`config.mk`:
```
export PLATFORM = sky130hd
export DESIGN_NAME = cfg_seq_ctrl
export DESIGN_NICKNAME = d
export VERILOG_FILES = /design/src/rtl/cfg_seq_pkg.sv /design/src/rtl/cfg_sync.sv /design/src/rtl/cfg_por_timer.sv /design/src/rtl/cfg_init_qual.sv /design/src/rtl/cfg_seq_ctrl.sv
export SDC_FILE = /design/constraint.sdc
export NUM_CORES = 1
export LEC_CHECK = 0
export CELL_PAD_IN_SITES_DETAIL_PLACEMENT = 1
export CELL_PAD_IN_SITES_GLOBAL_PLACEMENT = 2
export CORE_MARGIN = 8
export CORE_UTILIZATION = 42
export DETAILED_ROUTE_END_ITERATION = 8
export DONT_BUFFER_PORTS = 1
export GPL_TIMING_DRIVEN = 1
export PLACE_DENSITY_LB_ADDON = 0.1
export SLEW_MARGIN = 20
export SYNTH_ARGS = -nofsm -noshare
export SYNTH_HDL_FRONTEND = slang
export SYNTH_HIERARCHICAL = 1
export SYNTH_SLANG_ARGS = --single-unit
```
`constraint.sdc`:
```
create_clock -name clk_i -period 3.95 [get_ports clk_i]
set_input_delay 0.395 -clock clk_i [delete_from_list [all_inputs] [get_ports clk_i]]
set_output_delay 0.395 -clock clk_i [all_outputs]
set_load 0.005 [all_outputs]
```
`src/rtl/cfg_seq_pkg.sv`:
```
package cfg_seq_pkg;
  typedef enum logic [2:0] {
    ST_PWRUP   = 3'd0,
    ST_INIT    = 3'd1,
    ST_CFG     = 3'd2,
    ST_STARTUP = 3'd3,
    ST_OPER    = 3'd4
  } phase_e;
endpackage

```
`src/rtl/cfg_sync.sv`:
```
module cfg_sync #(
  parameter int unsigned   W       = 1,
  parameter int unsigned   STAGES  = 2,
  parameter logic [W-1:0]  RST_VAL = '0
) (
  input  logic         clk_i,
  input  logic         rst_ni,
  input  logic [W-1:0] d_i,
  output logic [W-1:0] q_o
);
  logic [W-1:0] stg_q [STAGES];

  for (genvar s = 0; s < STAGES; s++) begin : g_stg
    always_ff @(posedge clk_i or negedge rst_ni) begin
      if (!rst_ni)     stg_q[s] <= RST_VAL;
      else if (s == 0) stg_q[s] <= d_i;
      else             stg_q[s] <= stg_q[(s == 0) ? 0 : s-1];
    end
  end

  assign q_o = stg_q[STAGES-1];
endmodule

```
`src/rtl/cfg_por_timer.sv`:
```
module cfg_por_timer #(
  parameter int unsigned POR_CYC = 1024
) (
  input  logic clk_i,
  input  logic rst_ni,
  input  logic pwr_good_i,
  output logic por_done_o
);
  localparam int unsigned CNT_W = $clog2(POR_CYC + 1);
  localparam logic [CNT_W-1:0] TERM = CNT_W'(POR_CYC);

  logic [CNT_W-1:0] cnt_q;

  // restart whenever supply indication drops
  always_ff @(posedge clk_i or negedge rst_ni) begin
    if (!rst_ni)          cnt_q <= '0;
    else if (!pwr_good_i) cnt_q <= '0;
    else if (cnt_q != TERM) cnt_q <= cnt_q + 1'b1;
  end

  assign por_done_o = (cnt_q == TERM);
endmodule

```
`src/rtl/cfg_init_qual.sv`:
```
module cfg_init_qual #(
  parameter int unsigned HI_CYC = 2
) (
  input  logic clk_i,
  input  logic rst_ni,
  input  logic en_i,
  input  logic line_i,
  output logic ok_o
);
  localparam int unsigned CNT_W = $clog2(HI_CYC + 1);
  localparam logic [CNT_W-1:0] TERM = CNT_W'(HI_CYC);

  logic [CNT_W-1:0] cnt_q;

  // consecutive-high counter, cleared by any low sample
  always_ff @(posedge clk_i or negedge rst_ni) begin
    if (!rst_ni)               cnt_q <= '0;
    else if (!(en_i && line_i)) cnt_q <= '0;
    else if (cnt_q != TERM)     cnt_q <= cnt_q + 1'b1;
  end

  assign ok_o = (cnt_q == TERM);
endmodule

```
`src/rtl/cfg_seq_ctrl.sv`:
```
module cfg_seq_ctrl
  import cfg_seq_pkg::*;
#(
  parameter int unsigned MODE_W      = 3,
  parameter int unsigned POR_CYC     = 1024,
  parameter int unsigned SYNC_STAGES = 2,
  parameter int unsigned INIT_HI_CYC = 2,
  parameter int unsigned SU_CYC      = 4
) (
  input  logic              clk_i,
  input  logic              rst_ni,
  input  logic              pwr_good_i,
  input  logic              ext_rst_ni,
  input  logic              prog_ni,
  input  logic              init_line_i,
  input  logic [MODE_W-1:0] mode_i,
  input  logic              frame_wr_i,
  input  logic              bit_err_i,
  input  logic              load_done_i,
  input  logic              mem_clr_done_i,
  input  logic              keep_mem_i,
  output logic              init_pd_o,
  output logic              hdc_o,
  output logic              ldc_o,
  output logic              dout_en_o,
  output logic              mem_clr_req_o,
  output logic              io_act_o,
  output logic              int_rst_o,
  output logic              done_o,
  output logic [MODE_W-1:0] cfg_mode_o
);
  localparam int unsigned SU_W = $clog2(SU_CYC + 1);
  localparam logic [SU_W-1:0] SU_LAST = SU_W'(SU_CYC - 1);

  phase_e            st_q, st_d;
  logic [2:0]        pins_s;
  logic              rst_s, prog_s, init_s;
  logic              por_done, init_ok;
  logic              clr_ok_q, clr_ok_d;
  logic              cfg_once_q, frame_seen_q;
  logic [SU_W-1:0]   su_cnt_q;
  logic [MODE_W-1:0] mode_q;
  logic              clr_need, lines_hi;

  // {reset, program, init}; active-low pins reset to inactive, init to low
  cfg_sync #(.W(3), .STAGES(SYNC_STAGES), .RST_VAL(3'b110)) u_sync (
    .clk_i (clk_i),
    .rst_ni(rst_ni),
    .d_i   ({ext_rst_ni, prog_ni, init_line_i}),
    .q_o   (pins_s)
  );
  assign {rst_s, prog_s, init_s} = pins_s;

  cfg_por_timer #(.POR_CYC(POR_CYC)) u_por (
    .clk_i     (clk_i),
    .rst_ni    (rst_ni),
    .pwr_good_i(pwr_good_i),
    .por_done_o(por_done)
  );

  cfg_init_qual #(.HI_CYC(INIT_HI_CYC)) u_qual (
    .clk_i (clk_i),
    .rst_ni(rst_ni),
    .en_i  (st_q == ST_INIT && clr_ok_q),
    .line_i(init_s),
    .ok_o  (init_ok)
  );

  assign clr_need = !(keep_mem_i && cfg_once_q);
  assign lines_hi = rst_s && prog_s;

  always_comb begin
    st_d     = st_q;
    clr_ok_d = clr_ok_q;
    unique case (st_q)
      ST_PWRUP: if (por_done) begin
        st_d = ST_INIT; clr_ok_d = 1'b0;
      end
      ST_INIT: begin
        if (!lines_hi)                                 clr_ok_d = 1'b0;
        else if (!clr_ok_q && (!clr_need || mem_clr_done_i)) clr_ok_d = 1'b1;
        if (lines_hi && clr_ok_q && init_ok)           st_d = ST_CFG;
      end
      ST_CFG: begin
        if (!lines_hi || !init_s || bit_err_i) begin
          st_d = ST_INIT; clr_ok_d = 1'b0;
        end else if (load_done_i && (frame_seen_q || frame_wr_i)) begin
          st_d = ST_STARTUP;
        end
      end
      ST_STARTUP: begin
        if (!lines_hi) begin
          st_d = ST_INIT; clr_ok_d = 1'b0;
        end else if (su_cnt_q == SU_LAST) begin
          st_d = ST_OPER;
        end
      end
      ST_OPER: if (!prog_s) begin
        st_d = ST_INIT; clr_ok_d = 1'b0;
      end
      default: st_d = ST_PWRUP;
    endcase
  end

  always_ff @(posedge clk_i or negedge rst_ni) begin
    if (!rst_ni) begin
      st_q         <= ST_PWRUP;
      clr_ok_q     <= 1'b0;
      cfg_once_q   <= 1'b0;
      frame_seen_q <= 1'b0;
      su_cnt_q     <= '0;
      mode_q       <= '0;
    end else begin
      st_q     <= st_d;
      clr_ok_q <= clr_ok_d;
      if (st_q == ST_INIT && st_d == ST_CFG) begin
        mode_q       <= mode_i;
        frame_seen_q <= 1'b0;
      end else if (st_q == ST_CFG && frame_wr_i) begin
        frame_seen_q <= 1'b1;
      end
      if (st_q == ST_STARTUP) su_cnt_q <= su_cnt_q + 1'b1;
      else                    su_cnt_q <= '0;
      // only a pass that reaches operation counts as first configuration
      if (st_d == ST_OPER) cfg_once_q <= 1'b1;
    end
  end

  always_comb begin
    init_pd_o     = (st_q == ST_PWRUP) || (st_q == ST_INIT && !clr_ok_q);
    mem_clr_req_o = (st_q == ST_INIT) && !clr_ok_q && clr_need;
    dout_en_o     = (st_q == ST_CFG);
    io_act_o      = (st_q == ST_STARTUP) || (st_q == ST_OPER);
    done_o        = io_act_o;
    int_rst_o     = !io_act_o;
    hdc_o         = !io_act_o;
    ldc_o         = io_act_o;
  end

  assign cfg_mode_o = mode_q;
endmodule

```
==> results.py <==
metrics = {
    "grt": {
        "grt_overflow": 0,
        "grt_pass1_wl_mm": 5.91,
        "grt_usage_pct": 12.4,
        "grt_antenna_before_repair": 0,
        "grt_pass1_vias": 1141,
        "grt_start_max_net_pins": 32,
    },
    "power": {
        "powerDensity_nw_per_um2": 365,
        "p_leak_nw": 0.701,
        "peakVddDrop_mv": 0.222,
    },
    "drt": {
        "wirelength_mm": 3.40,
        "dr.pass1.iters": 4,
        "drc": 0,
        "detail_route.iter0.violations": 46,
        "vias": 1069,
        "vias_per_cell": 5.51,
        "post_drt_wl_per_cell_um": 17.5,
        "antenna_left": 0,
    },
    "clocking": {
        "cts.clk_slew.worst_paths_ns": 0.07,
        "clockBufferDepth": 2,
        "cts_max_level": 2,
        "cts_resized": 0,
        "clock_latency_ns": 0.28,
        "cts.sinks": 31,
        "cts_buffers": 5,
        "root_buffer": "clkbuf_8",
        "cts_tree": "yes",
    },
    "die": {
        "die_h_um": 76.6,
        "initial_core_util_pct": 42.8,
        "rows": 22,
        "top_level_ports": 25,
        "core_sq_um": 3610,
        "die_w_um": 76.6,
        "die_area_sq_um": 5870,
    },
    "job": {
        "maxCapViolCount": 0,
    },
    "logic_synthesis": {
        "syn_nets": 165,
        "yosys.area.top_type": "dfrtp_1",
        "seq_area_frac_synth_pct": 50.6,
        "yosysWarnings": 6,
        "synth_top_area_share_pct": 43.8,
        "synthFlopType": "dfrtp_1",
        "yosysMostFrequentCell": "dfrtp_1",
        "ys_top_cells_by_count": "dfrtp_1 (27), nand2_1 (12), a21oi_1 (9)",
        "synth_cells": 146,
        "syn_area_sq_um": 1540,
        "synth_edf_count": 0,
        "synth.avg_cell_area_sq_um": 10.6,
        "synth_cell_types": 43,
        "synthArstFlopShare_pct": 100,
        "ys_ff_latch": 31,
        "synth_area_leaders": "dfrtp_1 (44%), dfstp_2 (6.8%), ha_1 (4.1%)",
    },
    "setup_path": {
        "crit_type": "reg -> out",
        "cp_data_required_time_ns": 3.56,
        "cp.arrival_ns": 1.55,
        "crit_path_end_kind": "primary output",
        "worstPathMaxFanout": 12,
        "crit_path_start_kind": "register",
        "reg2reg_depth": 3,
    },
    "final_layout": {
        "fin_area_sq_um": 1660,
        "drive_above_1_share_pct": 13.7,
        "antennaDiodeCount": 0,
        "num-nets-final": 164,
        "area_growth_pct": 7.54,
        "fillers": 401,
    },
    "sta": {
        "grt_setup_unrepaired": "false",
        "worst_pin_slew_ns": 0.473,
        "fin_setup_tns_ns": 0,
        "clock_skew_ns": 0.00680,
        "finalSetupViolations": 0,
        "finalHoldViolations": 0,
        "max_freq_mhz": 513,
        "min_period_ns": 1.95,
        "relSlewSlack_pct": 68.4,
        "slew_viol_final": 0,
        "post-route-period-util_pct": 49.3,
    },
    "placement": {
        "io_buffers": 0,
        "dpl_cell_area_sq_um": 1540,
        "place_congestion": 0.751,
        "place_hpwl_mm": 2.47,
    },
    "worst_hold_path": {
        "hold_depth": 0,
        "hp-class": "in -> reg",
    },
    "outcome": {
        "status": "completed",
    },
}
worst paths after layout:
check	to	slack, ns	startpoint
worst max-delay path	io_act_o	2.00	st_q[2]$_DFF_PN0_
worst min-delay path	u_sync/stg_q[5]$_DFF_PN1_	0.11	ext_rst_ni
worst max register to register	cfg_mode_o[2]$_DFFE_PN0P_	2.24	st_q[2]$_DFF_PN0_
worst min register to register	u_sync/q_o[2]$_DFF_PN1_	0.36	u_sync/stg_q[5]$_DFF_PN1_
max in group asynchronous	u_sync/q_o[2]$_DFF_PN1_	3.13	rst_ni
min in group asynchronous	clr_ok_q$_DFFE_PN0P_	0.58	rst_ni
area by class of cell:
| cell class | count | area [sq um] | share of cell area, % |
|---|---|---|---|
| timing repair buffer | 2 | 30.0 | 1.81 |
| sequential | 31 | 781 | 47.0 |
| multi-input combinational | 97 | 671 | 40.4 |
| inverter | 8 | 30.0 | 1.81 |
| clock inverter | 3 | 20.0 | 1.21 |
| tap | 48 | 60.1 | 3.62 |
| clock buffer | 5 | 68.8 | 4.14 |
metrics by stage:
stage	hold WS, ns	total power [mW]	setup slack [ns]	utilization, %	cells
after floorplan	0.0994	0.357	2.40	-	146
after global placement	0.100	0.361	2.28	42.7	184
after detailed placement	0.101	0.362	2.24	42.7	184
after CTS	0.0923	0.618	1.99	46.0	194
after global routing	0.0865	0.635	1.86	46.0	194
final	0.107	0.606	2.00	46.0	194
per-layer routing:
metal	track usage (%)	up-vias	part of all wire (%)
li1	-	511	-
met1	14.5	537	45
met2	21.1	14	50
met3	3.30	7	3.4
met4	4.62	0	1.5
met5	0	-	0
worst max-delay path, cell delays in order, from the launching register on:
cell and delay, ns:
dfrtp_1 0.56, and3b_1 0.25, a21oi_1 0.29, inv_1 0.17
where the power goes:
group	internal (mW)	switching [mW]
Clock	0.122	0.119
Sequential	0.327	0.00854
Combinational	0.0112	0.0184
Total	0.460	0.146
placed cells by master (no fill, tap or decap), drive strengths merged, types with 4 or more instances in the layout:
master  netlist  routed
o31ai         4       4
o21ai         4       4
dfstp         4       4
clkbuf        2       5
ha            5       5
or4           4       4
a21oi        10      10
dfrtp        27      27
nand3         4       4
nor2          8       8
a211oi        4       4
nand2        12      12
inv           7       7
cells by family after synthesis:
group,share of synthesized area [%]
AND/OR/NAND/NOR,21.2
adder cells (fa/ha/maj),4.05
multiplexers,3.48
XOR/XNOR,2.27
flip-flops,50.6
buffers and inverters,6.00
AO/OA/AOI/OAI,12.4
repair_timing:
action                                 in CTS  in global routing
hold buffers                                2                  0
endpoints found under the hold margin      31                  0
setup buffers                               0                  0
state kept, by name, indices dropped and copies added, names as in the netlist:
register / count
frame_seen_q: 1
cfg_mode_o: 3
cfg_once_q: 1
clr_ok_q: 1
u_sync/stg_q: 3
su_cnt_q: 3
u_por/cnt_q: 11
u_sync/q_o: 3
st_q: 3
u_qual/cnt_q: 2
Note: power is estimated with default switching activity, not from simulation.
